===== config.mk =====
export PLATFORM = sky130hd
export DESIGN_NAME = eg_env_gen
export DESIGN_NICKNAME = d
export VERILOG_FILES = /design/src/rtl/eg_pkg.sv /design/src/rtl/eg_rate_map.sv /design/src/rtl/eg_inc_pick.sv /design/src/rtl/eg_env_gen.sv
export SDC_FILE = /design/constraint.sdc
export NUM_CORES = 1
export LEC_CHECK = 0
export BUFFER_PORTS_ARGS = -buffer_cell sky130_fd_sc_hd__clkbuf_2
export CORE_ASPECT_RATIO = 0.7
export CORE_UTILIZATION = 60
export CTS_BUF_LIST = sky130_fd_sc_hd__clkbuf_8
export DETAILED_ROUTE_END_ITERATION = 12
export PLACE_DENSITY = 0.91
export REMOVE_ABC_BUFFERS = 1
export SKIP_LAST_GASP = 1
export SLEW_MARGIN = 20
export SYNTH_ARGS = -nofsm -noshare
export SYNTH_HDL_FRONTEND = slang
export SYNTH_SLANG_ARGS = --single-unit
export TNS_END_PERCENT = 10

===== constraint.sdc =====
create_clock -name clk -period 9.9 [get_ports clk]
set_input_delay 1.485 -clock clk [delete_from_list [all_inputs] [get_ports clk]]
set_output_delay 1.485 -clock clk [all_outputs]
set_load 0.01 [all_outputs]

===== src/rtl/eg_pkg.sv =====
package eg_pkg;
  localparam int ATT_W = 10;
  localparam int IDX_W = 7;
  localparam int INC_W = 4;
  localparam int GRP_W = 5;
  localparam int SHF_W = 4;

  localparam logic [ATT_W-1:0] ATT_MAX    = '1;
  localparam logic [ATT_W-1:0] LOOP_LVL   = ATT_W'(512);
  localparam logic [IDX_W-1:0] BYPASS_IDX = IDX_W'(94);
  localparam logic [GRP_W-1:0] GRP_FLAT   = GRP_W'(16);
  localparam logic [GRP_W-1:0] GRP_ZERO   = GRP_W'(18);

  typedef enum logic [1:0] {
    PH_ATTACK  = 2'd0,
    PH_DECAY   = 2'd1,
    PH_SUSTAIN = 2'd2,
    PH_RELEASE = 2'd3
  } eg_phase_t;

  // 5-bit rate value onto the 0..127 index scale
  function automatic logic [IDX_W-1:0] map_rate5(input logic [4:0] v);
    return (v == 5'd0) ? '0 : IDX_W'(32) + {1'b0, v, 1'b0};
  endfunction

  // 4-bit release value onto the index scale
  function automatic logic [IDX_W-1:0] map_rel4(input logic [3:0] v);
    return IDX_W'(34) + {1'b0, v, 2'b00};
  endfunction
endpackage


===== src/rtl/eg_rate_map.sv =====
module eg_rate_map
  import eg_pkg::*;
(
  input  logic [IDX_W-1:0] idx,
  output logic [SHF_W-1:0] shift,
  output logic [GRP_W-1:0] group
);
  logic [IDX_W-1:0] above;
  logic [4:0]       rate;
  logic [1:0]       sub;

  always_comb begin
    above = idx - IDX_W'(32);
    rate  = 5'(above >> 2);
    sub   = idx[1:0];
    shift = '0;
    group = GRP_ZERO;
    if (idx >= IDX_W'(32)) begin
      shift = (rate <= 5'd11) ? SHF_W'(5'd11 - rate) : '0;
      if (rate == 5'd0)       group = sub[1] ? GRP_W'(0) : GRP_ZERO;
      else if (rate == 5'd1)  group = sub[1] ? GRP_W'(2) : GRP_W'(0);
      else if (rate <= 5'd11) group = {3'b000, sub};
      else if (rate <= 5'd14) group = {rate[2:0] - 3'd3, sub};
      else                    group = GRP_FLAT;
    end
  end
endmodule


===== src/rtl/eg_inc_pick.sv =====
module eg_inc_pick
  import eg_pkg::*;
#(
  parameter int CNT_W = 15
) (
  input  logic [GRP_W-1:0] group,
  input  logic [SHF_W-1:0] shift,
  input  logic [CNT_W-1:0] cnt,
  input  logic             tick,
  output logic             fire,
  output logic [INC_W-1:0] inc
);
  logic [CNT_W-1:0] low_mask;
  logic [2:0]       sel;
  logic [1:0]       lvl;
  logic [1:0]       sub;
  logic [INC_W-1:0] hi;
  logic [INC_W-1:0] lo;
  logic             use_hi;

  always_comb begin
    low_mask = (CNT_W'(1) << shift) - CNT_W'(1);
    sel      = 3'(cnt >> shift);
    lvl      = group[3:2];
    sub      = group[1:0];
    hi       = INC_W'(1) << lvl;
    lo       = (lvl == 2'd0) ? '0 : INC_W'(1) << (lvl - 2'd1);
    if (lvl == 2'd0) begin
      unique case (sub)
        2'd0:    use_hi = sel[0];
        2'd1:    use_hi = sel[0] | (sel == 3'd4);
        2'd2:    use_hi = (sel[1:0] != 2'd0);
        default: use_hi = (sel != 3'd0);
      endcase
    end else begin
      unique case (sub)
        2'd0:    use_hi = 1'b0;
        2'd1:    use_hi = (sel[1:0] == 2'd3);
        2'd2:    use_hi = sel[0];
        default: use_hi = (sel[1:0] != 2'd0);
      endcase
    end
    if (group == GRP_FLAT)     inc = INC_W'(8);
    else if (group > GRP_W'(15)) inc = '0;
    else                       inc = use_hi ? hi : lo;
    fire = tick && ((cnt & low_mask) == '0) && (inc != '0);
  end
endmodule


===== src/rtl/eg_env_gen.sv =====
module eg_env_gen
  import eg_pkg::*;
#(
  parameter int CNT_W = 15
) (
  input  logic             clk,
  input  logic             rst_n,
  input  logic             key_on,
  input  logic             key_off,
  input  logic             eg_tick,
  input  logic [CNT_W-1:0] eg_cnt,
  input  logic [4:0]       atk_rate,
  input  logic [4:0]       dec_rate,
  input  logic [4:0]       sus_rate,
  input  logic [3:0]       rel_rate,
  input  logic [3:0]       sus_lvl,
  input  logic [4:0]       key_scale,
  input  logic [3:0]       loop_mode,
  output logic [9:0]       atten,
  output logic [1:0]       phase
);
  localparam int NPH  = 4;
  localparam int SUMW = ATT_W + 1;
  localparam int PRW  = SUMW + INC_W;
  localparam int ADDW = INC_W + 2;

  eg_phase_t        ph_q, ph_n;
  logic [ATT_W-1:0] att_q, att_n;

  logic [IDX_W-1:0] idx_arr [NPH];
  logic [SHF_W-1:0] shf_arr [NPH];
  logic [GRP_W-1:0] grp_arr [NPH];

  // effective index per phase: mapped rate plus key-scale offset
  always_comb begin
    idx_arr[0] = map_rate5(atk_rate) + IDX_W'(key_scale);
    idx_arr[1] = map_rate5(dec_rate) + IDX_W'(key_scale);
    idx_arr[2] = map_rate5(sus_rate) + IDX_W'(key_scale);
    idx_arr[3] = map_rel4(rel_rate)  + IDX_W'(key_scale);
  end

  generate
    for (genvar p = 0; p < NPH; p++) begin : g_map
      eg_rate_map u_map (
        .idx   (idx_arr[p]),
        .shift (shf_arr[p]),
        .group (grp_arr[p])
      );
    end
  endgenerate

  logic [1:0]       ph_sel;
  logic             fire;
  logic [INC_W-1:0] inc;

  assign ph_sel = 2'(ph_q);

  eg_inc_pick #(.CNT_W(CNT_W)) u_pick (
    .group (grp_arr[ph_sel]),
    .shift (shf_arr[ph_sel]),
    .cnt   (eg_cnt),
    .tick  (eg_tick),
    .fire  (fire),
    .inc   (inc)
  );

  logic             bypass;
  logic             loop_on;
  logic [ATT_W-1:0] sl_att;
  logic [ADDW-1:0]  inc6;
  logic [ADDW-1:0]  add_amt;
  logic [SUMW-1:0]  sum;
  logic [ATT_W-1:0] sat;
  logic [PRW-1:0]   prod;
  logic [SUMW-1:0]  drop;

  always_comb begin
    bypass  = (idx_arr[0] >= BYPASS_IDX);
    loop_on = loop_mode[3];
    sl_att  = (sus_lvl == 4'hF) ? {5'h1F, 5'h00} : {1'b0, sus_lvl, 5'h00};
    inc6    = ({2'b00, inc} << 2) + ({2'b00, inc} << 1);
    add_amt = ((ph_q == PH_SUSTAIN) || loop_on) ? inc6 : {2'b00, inc};
    sum     = {1'b0, att_q} + SUMW'(fire ? add_amt : '0);
    sat     = sum[ATT_W] ? ATT_MAX : sum[ATT_W-1:0];
    prod    = PRW'({1'b0, att_q} + SUMW'(1)) * PRW'(inc);
    drop    = SUMW'((prod + PRW'(15)) >> 4);
  end

  always_comb begin
    ph_n  = ph_q;
    att_n = att_q;
    if (key_on) begin
      if (bypass) begin
        att_n = '0;
        ph_n  = PH_DECAY;
      end else begin
        ph_n  = PH_ATTACK;
      end
    end else if (key_off) begin
      ph_n = PH_RELEASE;
    end else begin
      unique case (ph_q)
        PH_ATTACK: begin
          if (fire) begin
            if (drop >= {1'b0, att_q}) begin
              att_n = '0;
              ph_n  = PH_DECAY;
            end else begin
              att_n = att_q - drop[ATT_W-1:0];
            end
          end
        end
        PH_DECAY: begin
          if (sat >= sl_att) begin
            att_n = sl_att;
            ph_n  = PH_SUSTAIN;
          end else begin
            att_n = sat;
          end
        end
        PH_SUSTAIN: begin
          if (fire) begin
            if (loop_on && (sat >= LOOP_LVL)) begin
              if (bypass) begin
                att_n = '0;
                ph_n  = (sus_lvl == 4'd0) ? PH_SUSTAIN : PH_DECAY;
              end else begin
                att_n = sat;
                ph_n  = PH_ATTACK;
              end
            end else begin
              att_n = sat;
            end
          end
        end
        default: begin
          if (fire) att_n = sat;
        end
      endcase
    end
  end

  always_ff @(posedge clk or negedge rst_n) begin
    if (!rst_n) begin
      ph_q  <= PH_RELEASE;
      att_q <= ATT_MAX;
    end else begin
      ph_q  <= ph_n;
      att_q <= att_n;
    end
  end

  assign atten = att_q;
  assign phase = ph_sel;

  AST_KEYON_ATTACK: assert property (@(posedge clk) disable iff (!rst_n)
    key_on && !bypass |=> ph_q == PH_ATTACK && $stable(att_q));
  AST_KEYON_BYPASS: assert property (@(posedge clk) disable iff (!rst_n)
    key_on && bypass |=> ph_q == PH_DECAY && att_q == '0);
  AST_KEYOFF_RELEASE: assert property (@(posedge clk) disable iff (!rst_n)
    key_off && !key_on |=> ph_q == PH_RELEASE && $stable(att_q));
  AST_IDLE_HOLD: assert property (@(posedge clk) disable iff (!rst_n)
    !eg_tick && !key_on && !key_off && ph_q != PH_DECAY |=> $stable(att_q));
  AST_ATTACK_FALLS: assert property (@(posedge clk) disable iff (!rst_n)
    ph_q == PH_ATTACK && !key_on && !key_off |=> att_q <= $past(att_q));
  AST_DECAY_BOUND: assert property (@(posedge clk) disable iff (!rst_n)
    ph_q == PH_DECAY && !key_on && !key_off |=>
      (ph_q == PH_SUSTAIN && att_q == $past(sl_att)) ||
      (ph_q == PH_DECAY && att_q < $past(sl_att)));
  AST_RELEASE_RISES: assert property (@(posedge clk) disable iff (!rst_n)
    ph_q == PH_RELEASE && !key_on |=> att_q >= $past(att_q));
endmodule


==> metrics.md, run 1 <==
| Metric | Value |
|---|---|
| Outcome | `aborted with a tool error` |
| Stopping stage | `global routing (5_1_grt)` |
| Tool error | `[ERROR GRT-0116] Global routing finished with congestion. Check the congestion regions in the DRC Viewer.` |
| Yosys warns | `0` |
| Initial Utilization | `61.6%` |
| Total grt overflow | `54` |
| Number of global-route vias before repair | `12300` |
| Clock Sinks | `12` |
| Synth cell types | `88` |
| RePlAce Congestion | `1.04` |
| # H-tree levels | `1` |
| Top cells by area in the synthesized netlist | `ha_1 22%, fa_1 7.7%, nor2_1 5.1%` |
| DP Wirelength | `22900 um` |
| Post-synth top area cell | `ha_1` |
| Tot GR Track Use | `83.9%` |
| Post-Syn Instances | `896` |
| Ports | `64` |
| Synth Register Bits | `12` |
| Root buf cell | `clkbuf_8` |
| Cts bufs inserted | `3` |
| Core Rows | `32` |
| Die width | `129 um` |
| Max clock buf depth | `2` |
| Post-synth EDFFs | `0` |
| Largest net degree at the start of global routing | `29` |
| Post-synth top area share | `22.3%` |
| CTS Hold Bufs | `0` |
| Register area share after synthesis | `4.65%` |
| Chip height | `91.0 um` |
| Cells after DPL | `1327` |
| Prevailing post-synth register cell | `dfstp_2` |
| First-pass GRT wire length | `74000 um` |
| Async S/R FF share, synth | `100%` |
| Synthesized cell area | `6780 um2` |
| Synthesized area per cell | `7.57 um2` |
| # port buffers | `60` |
==> cell families after synthesis <==
group / Yosys count / share of synthesized area [%]
adder cells (fa/ha/maj): 147 / 30.0
flip-flops: 12 / 4.65
XOR/XNOR: 46 / 5.94
multiplexers: 16 / 2.40
buffers and inverters: 113 / 6.44
AND/OR/NAND/NOR: 284 / 20.9
AO/OA/AOI/OAI: 278 / 29.7
==> through the flow <==
| step | area [um2] | TNS (ps) | setup slack, ps |
|---|---|---|---|
| 3_3_place_gp | 9040 | -16670 | -1450 |
| 4_1_cts | 10100 | -10910 | -946 |
| 3_5_place_dp | 9040 | -24980 | -2200 |
| 2_1_floorplan | 6650 | -20040 | -1750 |
==> what timing repair did <==
action                     CTS
setup buffers               40
pin swaps                   91
gates resized for setup    162
setup endpoints to repair   12
==> metal layers <==
metal / GRT overflow / global-route usage, %
met1: 2 / 86.9
met2: 24 / 93.7
met3: 2 / 73.7
met4: 26 / 80.3
met5: 0 / 43.4
==> cell usage after synthesis, types with 4 or more instances <==
cell type  number
a22oi_1         7
o2111ai_1       4
o22ai_1         9
ha_1          121
or2_2           6
fa_1           26
nor2_1         92
dfstp_2        12
xor2_1         14
a211o_1         6
a32o_1          4
a31oi_1        14
xnor2_1        32
a211oi_1       11
nor4_1          6
o21a_1         13
o211a_1         5
o21bai_1        6
o21ai_0        50
a21o_1         18
mux2i_1        14
a21oi_1        47
nand2b_1       12
or4_1           5
and3_1          7
nor2b_1        19
inv_1          79
o21ai_1         4
clkbuf_1       27
nand4_1        11
or3_1           6
nand2_1        58
o32ai_1         7
nor3_1         18
nand3_1        21
a221oi_1       10
a21boi_0        6
o31ai_1         9
o211ai_1        6
==> run 2, diff against run 1 <==
- CORE_ASPECT_RATIO: 0.7 -> unset
- CORE_UTILIZATION: 60 -> 40
- CTS_BUF_LIST: sky130_fd_sc_hd__clkbuf_8 -> unset
- PLACE_DENSITY: 0.91 -> unset
- PLACE_DENSITY_LB_ADDON: unset -> 0.15
==> run 2 against run 1 <==
  * The flow now finishes, with violations (setup timing)
  * Synthesized cell count did not move
  * Synthesized area did not move
==> metrics.md, run 2 <==
| Metric | Value |
|---|---|
| Hold slack | `571 ps` |
| Synth Area in Adders | `30.0% (unchanged)` |
| Yosys warns | `0 (unchanged)` |
| Rel. slew slack | `39.8%` |
| Synth cell types | `88 (unchanged)` |
| Post-synth EDFFs | `0 (unchanged)` |
| CP Max Fanout | `5` |
| Synthesized area per cell | `7.57 um2 (unchanged)` |
| Post-Syn Instances | `896 (unchanged)` |
| Max IR drop VDD | `0.266 mV` |
| Nets | `1462` |
| Async S/R FF share, synth | `100% (unchanged)` |
| Max clock buf depth | `2 (unchanged)` |
| CP Class | `in2reg` |
| Die width | `132 um (was 129 um)` |
| Initial antenna violation count | `0` |
| Root buf cell | `clkbuf_16 (was clkbuf_8)` |
| Max incr delay on CP | `430 ps` |
| Initial Utilization | `40.9% (was 61.6%)` |
| Share of cells above drive strength 1 | `44.5%` |
| RSZ-0062 raised after global routing | `true` |
| Top post-synthesis cells by count | `121 x ha_1, 92 x nor2_1, 79 x inv_1 (unchanged)` |
| DP Area | `9300 um2 (was 9040 um2)` |
| DR vias | `8055` |
| Chip height | `132 um (was 91.0 um)` |
| FF/Latch Area | `315 um2` |
| Final min period | `10950 ps` |
| Cells after DPL | `1417 (was 1327)` |
| Power consumption | `3.27 mW` |
| Tot GR Track Use | `26.5%` |
| First-pass GRT wire length | `38900 um` |
| Placeable Area | `16600 um2` |
| Via density | `5.44` |
| Die area | `17500 um2` |
| Setup ws final | `-1050 ps` |
| Antenna diodes | `0` |
| # fillers | `1437` |
| Post-route DRC | `0` |
| Final core occ | `64.5%` |
| Final setup vio count | `12` |
| Number of flip-flops in the largest register | `10` |
| Worst-Margin Slew | `904 ps` |
| Antenna-violating nets left | `0` |
| Fin area | `10700 um2` |
| Outcome | `finished with violations (was aborted with a tool error)` |
| Fin cells | `1481` |
| # H-tree levels | `1 (unchanged)` |
| Synthesized cell area | `6780 um2 (unchanged)` |
| WP data arrival | `11110 ps` |
| Mux share of post-synthesis cell area | `2.40% (unchanged)` |
| Final Max Slew Viols | `0` |
| FMAX | `91.3 MHz` |
| DP Wirelength | `18300 um (was 22900 um)` |
| Power Dens Cells | `306 nW/um2` |
| LEAKAGE | `5.17 nW` |
| Crit-path slowest cell | `or3_4` |
| Reg clk slew, reported paths | `50 ps` |
| Post-synth top area cell | `ha_1 (unchanged)` |
| Largest family of logic cells by synthesized area | `adder cells (unchanged)` |
| Crit path required time | `10060 ps` |
| Top cells by area in the synthesized netlist | `ha_1 22%, fa_1 7.7%, nor2_1 5.1% (unchanged)` |
| Largest net degree at the start of global routing | `29` |
| Initial DRC Count | `417` |
| Area delta synth->final | `57.7%` |
| # port buffers | `60 (unchanged)` |
| Failing checks | `setup timing` |
| Most frequent cell after synthesis | `ha_1 (unchanged)` |
| Register area share after synthesis | `4.65% (unchanged)` |
| Total grt overflow | `0` |
| Clk_lat worst skew | `240 ps` |
| CTS tree | `yes` |
| Ports | `64 (unchanged)` |
| RePlAce Congestion | `0.923 (was 1.04)` |
| Core Rows | `47 (was 32)` |
| Synth Register Bits | `12 (unchanged)` |
| Top cell by count, worst path | `buf_4` |
| Period utilization | `111%` |
| Number of max-cap violations | `0` |
| XOR/XNOR share of the synthesized area | `5.94% (unchanged)` |
| DR pass1 iterations | `5` |
| Worst min-delay path class | `reg2reg` |
| Multi-input logic area | `6810 um2` |
| Prevailing post-synth register cell | `dfstp_2 (unchanged)` |
| WL/cell | `15.6 um` |
| Hold Vio Cnt, Final | `0` |
| Final wirelength | `23200 um` |
| Number of global-route vias before repair | `7989` |
| Clock Sinks | `12 (unchanged)` |
| Post-synth top area share | `22.3% (unchanged)` |
| Compound-Gate Fraction of Synth Area | `29.7% (unchanged)` |
| Critical path launch point type | `input pin` |
| Post-Synth Simple-Gate Area | `20.9% (unchanged)` |
| Reg-to-reg slack, setup | `1120 ps` |
| Most frequent cells in the layout | `320 x buf_4, 103 x ha_1, 84 x nor2_1, 76 x inv_1, 59 x clkbuf_2` |
| CP endpoint kind | `flop` |
| Cts bufs inserted | `3 (unchanged)` |
| Clk_skew | `0.443 ps` |
| Most common cell after layout, fill and taps aside | `buf_4` |
[run 2: cell counts after synthesis]
Identical to the previous run, type by type.
[run 2: where the power goes]
group          total (mW)  switching, mW  internal (mW)
clock network      0.0753         0.0225         0.0528
registers           0.152         0.0710         0.0807
logic                3.05           1.47           1.57
[run 2: routing by layer]
| metal | track usage [%] | vias up | share of wire (%) |
|---|---|---|---|
| li1 | - | 4015 | - |
| met1 | 37.6 | 3842 | 48 |
| met2 | 44.4 | 168 | 47 |
| met3 | 2.15 | 30 | 4.1 |
| met4 | 4.15 | 0 | 1.3 |
| met5 | 0 | - | 0 |
[run 2: logic make-up after synthesis]
family                   count (synthesis)
AO/OA/AOI/OAI                          278
XOR/XNOR                                46
adder cells (fa/ha/maj)                147
buffers and inverters                  113
flip-flops                              12
multiplexers                            16
AND/OR/NAND/NOR                        284
[run 2: worst max-delay path: cells and delay by family]
family | cells | cell delay, ps
buffers and inverters | 19 | 2320
xor gates and xnor gates | 2 | 230
and+or+nand+nor | 15 | 2530
AOI/OAI and AO/OA | 17 | 3220
adders and majority gates | 6 | 1290
[run 2: final timing paths]
kind,start,endpoint,cells past startpoint
worst max-delay path,key_scale[1],atten[9],59
worst max register to register,phase[0],atten[9],46
max in group asynchronous,rst_n,atten[4],1
worst min-delay path,atten[8],atten[8],2
worst min register to register,atten[8],atten[8],2
min in group asynchronous,rst_n,atten[8],1
[run 2: timing repair]
item,in CTS,in global routing
setup buffers,45,16
gates cloned,0,0
resized for setup,129,44
hold buffers,0,0
pin swaps,87,48
setup endpoints to repair,12,12
[run 2: area by class of cell]
class / instances / share of cell area (%)
clock buffer: 3 / 0.702
inverter: 81 / 2.84
multi-input combinational: 771 / 63.7
sequential: 12 / 2.95
tap: 220 / 2.57
timing repair buffer: 394 / 27.3
[run 2: stage by stage]
step                setup TNS (ps)  setup WS [ps]
floorplan                   -20040          -1750
global placement            -18330          -1580
detailed placement          -20250          -1720
CTS                          -9320           -796
global route                -17640          -1500
finish                      -12030          -1050
No activity file was read; power rests on OpenSTA's default activity.
==> run 3, diff against run 2 <==
- ABC_AREA: unset -> 1
==> run 3 against run 2 <==
  * The flow now finishes without violations
  * Critical path depth up 1
  * Design area is 11% lower
  * Core utilization down 9.6 points
  * Sequential share of layout area increased by 0.37 points
  * Worst hold slack got worse by 43 ps
  * Non-clock buffer count fell by 155
  * Largest cell class unchanged
  * Highest routed layer unchanged
==> metrics.md, run 3 <==
| Metric | Value |
|---|---|
| Final min period | `9530 ps (was 10950 ps)` |
| FMAX | `105 MHz (was 91.3 MHz)` |
| Post-Syn Instances | `1135 (was 896)` |
| Reg2Reg Depth | `50 (was 46)` |
| CP endpoint kind | `flop (unchanged)` |
| Fin area | `9490 um2 (was 10700 um2)` |
| Post-synth top area share | `21.4% (was 22.3%)` |
| Largest net degree at the start of global routing | `18 (was 29)` |
| Setup TNS | `0 ps (was -12030 ps)` |
| Synth cell types | `55 (was 88)` |
| Hold slack | `528 ps (was 571 ps)` |
| Clk_skew | `1.19 ps (was 0.443 ps)` |
| Cts bufs inserted | `3 (unchanged)` |
| # H-tree levels | `1 (unchanged)` |
| Critical path depth | `60 (was 59)` |
| Clk_lat worst skew | `240 ps (about the same)` |
| Worst min-delay path class | `reg2reg (unchanged)` |
| Core Rows | `48 (was 47)` |
| Top cell by count, worst path | `nand2_1 (was buf_4)` |
| CP Class | `in2reg (unchanged)` |
| Power Dens Cells | `406 nW/um2 (was 306 nW/um2)` |
| Ports | `64 (unchanged)` |
| Synth Area in Adders | `28.7% (was 30.0%)` |
| Reg2reg start | `phase[0] (unchanged)` |
| Post-synth EDFFs | `0 (unchanged)` |
| WL/cell | `13.4 um (was 15.6 um)` |
| Yosys warns | `0 (unchanged)` |
| Post-synth top area cell | `ha_1 (unchanged)` |
| Placeable Area | `17300 um2 (was 16600 um2)` |
| RePlAce Congestion | `0.899 (was 0.923)` |
| Crit-path slowest cell | `fa_1 (was or3_4)` |
| Worst-Margin Slew | `604 ps (was 904 ps)` |
| Initial Utilization | `40.9% (about the same)` |
| WP data arrival | `9710 ps (was 11110 ps)` |
| Max clock buf depth | `2 (unchanged)` |
| CTS Hold Bufs | `0 (unchanged)` |
| Async S/R FF share, synth | `100% (unchanged)` |
| Chip height | `135 um (was 132 um)` |
| Fin cells | `1576 (was 1481)` |
| Nets | `1552 (was 1462)` |
| Clock Sinks | `12 (unchanged)` |
| Most common cell after layout, fill and taps aside | `nand2_1 (was buf_4)` |
| Compound-Gate Fraction of Synth Area | `12.6% (was 29.7%)` |
| Cells after DPL | `1552 (was 1417)` |
| LEAKAGE | `5.23 nW (was 5.17 nW)` |
| DP Area | `8750 um2 (was 9300 um2)` |
| CTS tree | `yes (unchanged)` |
| Area delta synth->final | `34.0% (was 57.7%)` |
| Final Max Slew Viols | `0 (unchanged)` |
| Most frequent cells in the layout | `264 x nand2_1, 168 x buf_4, 142 x inv_1, 117 x nor2_1, 114 x ha_1 (was 320 x buf_4, 103 x ha_1, 84 x nor2_1, 76 x inv_1, 59 x clkbuf_2)` |
| Max incr delay on CP | `500 ps (was 430 ps)` |
| Setup WS pre-CTS | `-482 ps (was -1720 ps)` |
| Buffers plus inverters on the worst setup path | `15 (was 19)` |
| Antenna-violating nets left | `0 (unchanged)` |
| Share of cells above drive strength 1 | `30.5% (was 44.5%)` |
| Root buf cell | `clkbuf_16 (unchanged)` |
| RSZ-0062 raised after global routing | `true (unchanged)` |
| Die width | `135 um (was 132 um)` |
| Via density | `5.06 (was 5.44)` |
| Number of flip-flops in the largest register | `10 (unchanged)` |
| Reg clk slew, reported paths | `40 ps (was 50 ps)` |
| Top cells by area in the synthesized netlist | `ha_1 21%, nand2_1 15%, inv_1 7.7% (was ha_1 22%, fa_1 7.7%, nor2_1 5.1%)` |
| # port buffers | `60 (unchanged)` |
| Critical path launch point type | `input pin (unchanged)` |
| Final setup vio count | `0 (was 12)` |
| Number of max-cap violations | `0 (unchanged)` |
| Hold Startpoint | `atten[7] (was atten[8])` |
| Synthesized cell area | `7080 um2 (was 6780 um2)` |
| Final wirelength | `21100 um (was 23200 um)` |
| DR pass1 iterations | `5 (unchanged)` |
| Tot GR Track Use | `22.6% (was 26.5%)` |
| Delay-heaviest family, CP | `simple AND/OR/NAND/NOR gates (was compound AO/OA/AOI/OAI gates)` |
| Critical path startpoint | `key_scale[1] (unchanged)` |
| CP Max Fanout | `7 (was 5)` |
| Post-route DRC | `0 (unchanged)` |
| Prevailing post-synth register cell | `dfstp_2 (unchanged)` |
| Die area | `18200 um2 (was 17500 um2)` |
| Hold Vio Cnt, Final | `0 (unchanged)` |
| Synthesized area per cell | `6.24 um2 (was 7.57 um2)` |
| Crit path required time | `10080 ps (was 10060 ps)` |
| First-pass GRT wire length | `34000 um (was 38900 um)` |
| Rel. slew slack | `59.7% (was 39.8%)` |
| Setup ws final | `371 ps (was -1050 ps)` |
| Number of global-route vias before repair | `7293 (was 7989)` |
| Top post-synthesis cells by count | `281 x nand2_1, 146 x inv_1, 123 x nor2_1 (was 121 x ha_1, 92 x nor2_1, 79 x inv_1)` |
| Initial DRC Count | `447 (was 417)` |
| DR vias | `7980 (was 8055)` |
| Outcome | `finished, final reports clean (was finished with violations)` |
| Period utilization | `96.3% (was 111%)` |
| Max IR drop VDD | `0.224 mV (was 0.266 mV)` |
| Total grt overflow | `0 (unchanged)` |
| Largest family of logic cells by synthesized area | `simple AND/OR/NAND/NOR gates (was adder cells)` |
| Most frequent cell after synthesis | `nand2_1 (was ha_1)` |
| Antenna diodes | `0 (unchanged)` |
| Initial antenna violation count | `0 (unchanged)` |
| Hold Path Cell Cnt | `2 (unchanged)` |
| DP Wirelength | `17200 um (was 18300 um)` |
| Post-Synth Simple-Gate Area | `38.8% (was 20.9%)` |
| XOR/XNOR share of the synthesized area | `4.65% (was 5.94%)` |
| Register area share after synthesis | `4.45% (was 4.65%)` |
| Synth Register Bits | `12 (unchanged)` |
| Mux share of post-synthesis cell area | `0% (was 2.40%)` |
run 3: cell count changes in the layout (fill, tap and decap cells not counted), sizes merged, moves of 11 or more:
cell    previous run  this run
xnor2             32        10
nor2b             19         0
mux2i             14         0
nand4             11        30
a21o              18         3
nand2             59       310
inv               80       163
nor2              92       130
o21a              13         1
nand3             21       104
buf              334       178
xor2              14        25
nand2b            12         0
run 3: worst register-to-register path: cells and delay by family, from the launching register on:
| family | cells | cell delay [ps] |
|---|---|---|
| fa+ha+maj | 5 | 1690 |
| compound gates | 4 | 670 |
| xor+xnor | 1 | 230 |
| buf+inv | 10 | 1380 |
| flops | 1 | 750 |
| simple gates | 30 | 2960 |
run 3: repair_timing:
| action | 4_1_cts | 5_1_grt |
|---|---|---|
| gates resized for setup | 8 | 109 |
| gates cloned | 0 | 4 |
| buffers inserted | 2 | 15 |
| endpoints found under the setup margin | 12 | 12 |
| pin swaps | 5 | 49 |
run 3: metal layers:
| metal | vias up | share of wire, % | global-route usage [%] |
|---|---|---|---|
| li1 | 4144 | - | - |
| met1 | 3674 | 50 | 33.8 |
| met2 | 146 | 46 | 36.8 |
| met3 | 16 | 3.4 | 0.938 |
| met4 | 0 | 0.76 | 2.06 |
| met5 | - | 0 | 0 |
run 3: path summary, 6_finish.rpt:
| check | to | slack, ps |
|---|---|---|
| worst max-delay path | atten[5] | 370 |
| worst min-delay path | atten[7] | 530 |
| worst max register to register | atten[5] | 2170 |
| worst min register to register | atten[7] | 530 |
| max in group asynchronous | atten[2] | 8470 |
| min in group asynchronous | atten[3] | 1400 |
run 3: metrics by stage:
stage	utilization [%]	power, mW
after floorplan	-	2.17
after global placement	50.6	3.38
after detailed placement	50.6	3.40
after CTS	51.3	3.53
after global routing	54.9	4.29
final	54.9	3.85
run 3: where the power goes:
group | switching (mW) | internal (mW) | leakage, nW
combinational | 1.96 | 1.66 | 5.06
clock | 0.0204 | 0.0526 | 0.0370
sequential | 0.0689 | 0.0855 | 0.124
run 3: cell type report:
cell class              instances  area, um2
clock buffers                   3       75.1
fillers                      1788       7810
well taps                     225        282
inverters                     163        614
repair buffers                239       1770
flip-flops and latches         12        315
multi-input cells             934       6440
run 3: cells by family after synthesis:
kind of cell / after synthesis
AO/OA/AOI/OAI: 150
buffers and inverters: 191
adder cells (fa/ha/maj): 147
flip-flops: 12
XOR/XNOR: 35
AND/OR/NAND/NOR: 600
==> run 4, diff against run 3 <==
- PLACE_DENSITY: unset -> 0.68
- PLACE_DENSITY_LB_ADDON: 0.15 -> unset
==> run 4 against run 3 <==
  * Non-clock buffer count decreased by 37
  * Clock skew is 0.73 ps higher
  * Maximum frequency is 1.6% lower
  * First-iteration DRC count is 26% higher
  * Critical path depth fell by 1
  * Sequential share of layout area grew 0.18 points
  * Worst hold slack better by 2.2 ps
  * Cell count decreased by 2.3%
  * Routed wire length fell by 2.0%
  * Flip-flop and latch count is the same
  * Count of clock-buffer cells in the layout up 1
  * Critical path type unchanged
  * Largest cell class unchanged
==> metrics.md, run 4 (same netlist as run 3, synthesis figures left out) <==
| Metric | Value |
|---|---|
| Outcome | `finished, final reports clean (unchanged)` |
| Number of global-route vias before repair | `7263 (was 7293)` |
| Final wirelength | `20700 um (was 21100 um)` |
| CP endpoint kind | `flop (unchanged)` |
| RSZ-0062 raised after global routing | `true (unchanged)` |
| Final setup vio count | `0 (unchanged)` |
| Multi-input logic area | `6330 um2 (was 6440 um2)` |
| Most frequent cells in the layout | `269 x nand2_1, 144 x inv_1, 140 x buf_4, 117 x nor2_1, 115 x ha_1 (was 264 x nand2_1, 168 x buf_4, 142 x inv_1, 117 x nor2_1, 114 x ha_1)` |
| Root buf cell | `clkbuf_16 (unchanged)` |
| DP Wirelength | `16800 um (was 17200 um)` |
| CP Class | `in2reg (unchanged)` |
| Nets | `1514 (was 1552)` |
| Clk_lat worst skew | `240 ps (about the same)` |
| Number of max-cap violations | `0 (unchanged)` |
| Hold Vio Cnt, Final | `0 (unchanged)` |
| Tot GR Track Use | `22.1% (was 22.6%)` |
| Worst-Margin Slew | `521 ps (was 604 ps)` |
| Initial Utilization | `40.9% (unchanged)` |
| Rel. slew slack | `65.2% (was 59.7%)` |
| Worst min-delay path class | `reg2reg (unchanged)` |
| # port buffers | `60 (unchanged)` |
| Top cell by count, worst path | `nand3_1 (was nand2_1)` |
| Initial antenna violation count | `0 (unchanged)` |
| Final min period | `9680 ps (was 9530 ps)` |
| Max incr delay on CP | `340 ps (was 500 ps)` |
| Total grt overflow | `0 (unchanged)` |
| Core Rows | `48 (unchanged)` |
| CTS Hold Bufs | `0 (unchanged)` |
| Max clock buf depth | `2 (unchanged)` |
| Initial DRC Count | `562 (was 447)` |
| Ports | `64 (unchanged)` |
| # H-tree levels | `1 (unchanged)` |
| Antenna-violating nets left | `0 (unchanged)` |
| Clk_skew | `1.92 ps (was 1.19 ps)` |
| WP data arrival | `9850 ps (was 9710 ps)` |
| Placeable Area | `17300 um2 (unchanged)` |
| Die width | `135 um (unchanged)` |
| WL/cell | `13.5 um (was 13.4 um)` |
| Final Max Slew Viols | `0 (unchanged)` |
| CP Max Fanout | `7 (unchanged)` |
| Post-route DRC | `0 (unchanged)` |
| Setup TNS | `0 ps (unchanged)` |
| DR vias | `7962 (was 7980)` |
| Reg clk slew, reported paths | `40 ps (about the same)` |
| Number of flip-flops in the largest register | `10 (unchanged)` |
| Period utilization | `97.8% (was 96.3%)` |
| Chip height | `135 um (unchanged)` |
| # fillers | `1783 (was 1788)` |
| CTS tree | `yes (unchanged)` |
| Reg-to-reg slack, setup | `2040 ps (was 2170 ps)` |
| Antenna diodes | `0 (unchanged)` |
| FMAX | `103 MHz (was 105 MHz)` |
| Setup WS pre-CTS | `-443 ps (was -482 ps)` |
| Area delta synth->final | `27.3% (was 34.0%)` |
| Most common cell after layout, fill and taps aside | `nand2_1 (unchanged)` |
| Setup ws final | `215 ps (was 371 ps)` |
| DR pass1 iterations | `6 (was 5)` |
| Largest net degree at the start of global routing | `18 (unchanged)` |
| First-pass GRT wire length | `33400 um (was 34000 um)` |
| Clock Sinks | `12 (unchanged)` |
| FF/Latch Area | `315 um2 (unchanged)` |
| Crit-path slowest cell | `fa_2 (was fa_1)` |
| Critical path launch point type | `input pin (unchanged)` |
| Cts bufs inserted | `3 (unchanged)` |
| Die area | `18200 um2 (unchanged)` |
| Via density | `5.17 (was 5.06)` |
| Share of cells above drive strength 1 | `27.4% (was 30.5%)` |
| RePlAce Congestion | `0.925 (was 0.899)` |
| Crit path required time | `10070 ps (was 10080 ps)` |
[run 4: final timing paths]
kind	from	end	cells past startpoint
max in group asynchronous	rst_n	atten[2]	1
worst max-delay path	key_scale[1]	atten[8]	59
min in group asynchronous	rst_n	atten[3]	1
worst min register to register	atten[8]	atten[8]	2
worst max register to register	phase[0]	atten[8]	50
worst min-delay path	atten[8]	atten[8]	2
[run 4: metal layers]
layer  up-vias  global-route usage, %  routed length (um)
met5         -                      0                   0
met4         0                   2.50                 275
met3        34                   1.43                 942
met2       243                   38.9                9920
met1      3620                   30.3                9560
li1       4065                      -                   -
[run 4: final cells by class]
type,instances,share of cell area (%)
Clock buffer,4,0.986
Inverter,163,6.79
Multi-Input combinational cell,933,70.3
Sequential cell,12,3.50
Tap cell,225,3.12
Timing Repair Buffer,202,15.3
[run 4: timing repair]
action	CTS	global route
setup endpoints to repair	12	12
cloned	0	2
resized for setup	3	92
endpoints found under the hold margin	0	0
pin swaps	1	50
setup buffers	1	8
[run 4: through the flow]
stage          util (%)  instances  hold slack [ps]  area [um2]
2_1_floorplan         -       1107              498        6930
3_3_place_gp       49.1       1524              523        8500
3_5_place_dp       49.1       1524              522        8500
4_1_cts            49.7       1529              531        8600
5_1_grt            52.1       1539              545        9010
6_report           52.1       1539              530        9010
[run 4: worst max-delay path, delay by kind of cell]
family | cells | cell delay (ps)
adders and majority gates | 6 | 1510
xor gates and xnor gates | 1 | 230
buffers and inverters | 9 | 1010
and+or+nand+nor | 29 | 3370
AOI/OAI and AO/OA | 14 | 2250
Power of run 4 is not shown: default switching activity piles up to over one toggle a cycle in this logic, so the estimate is an artifact.
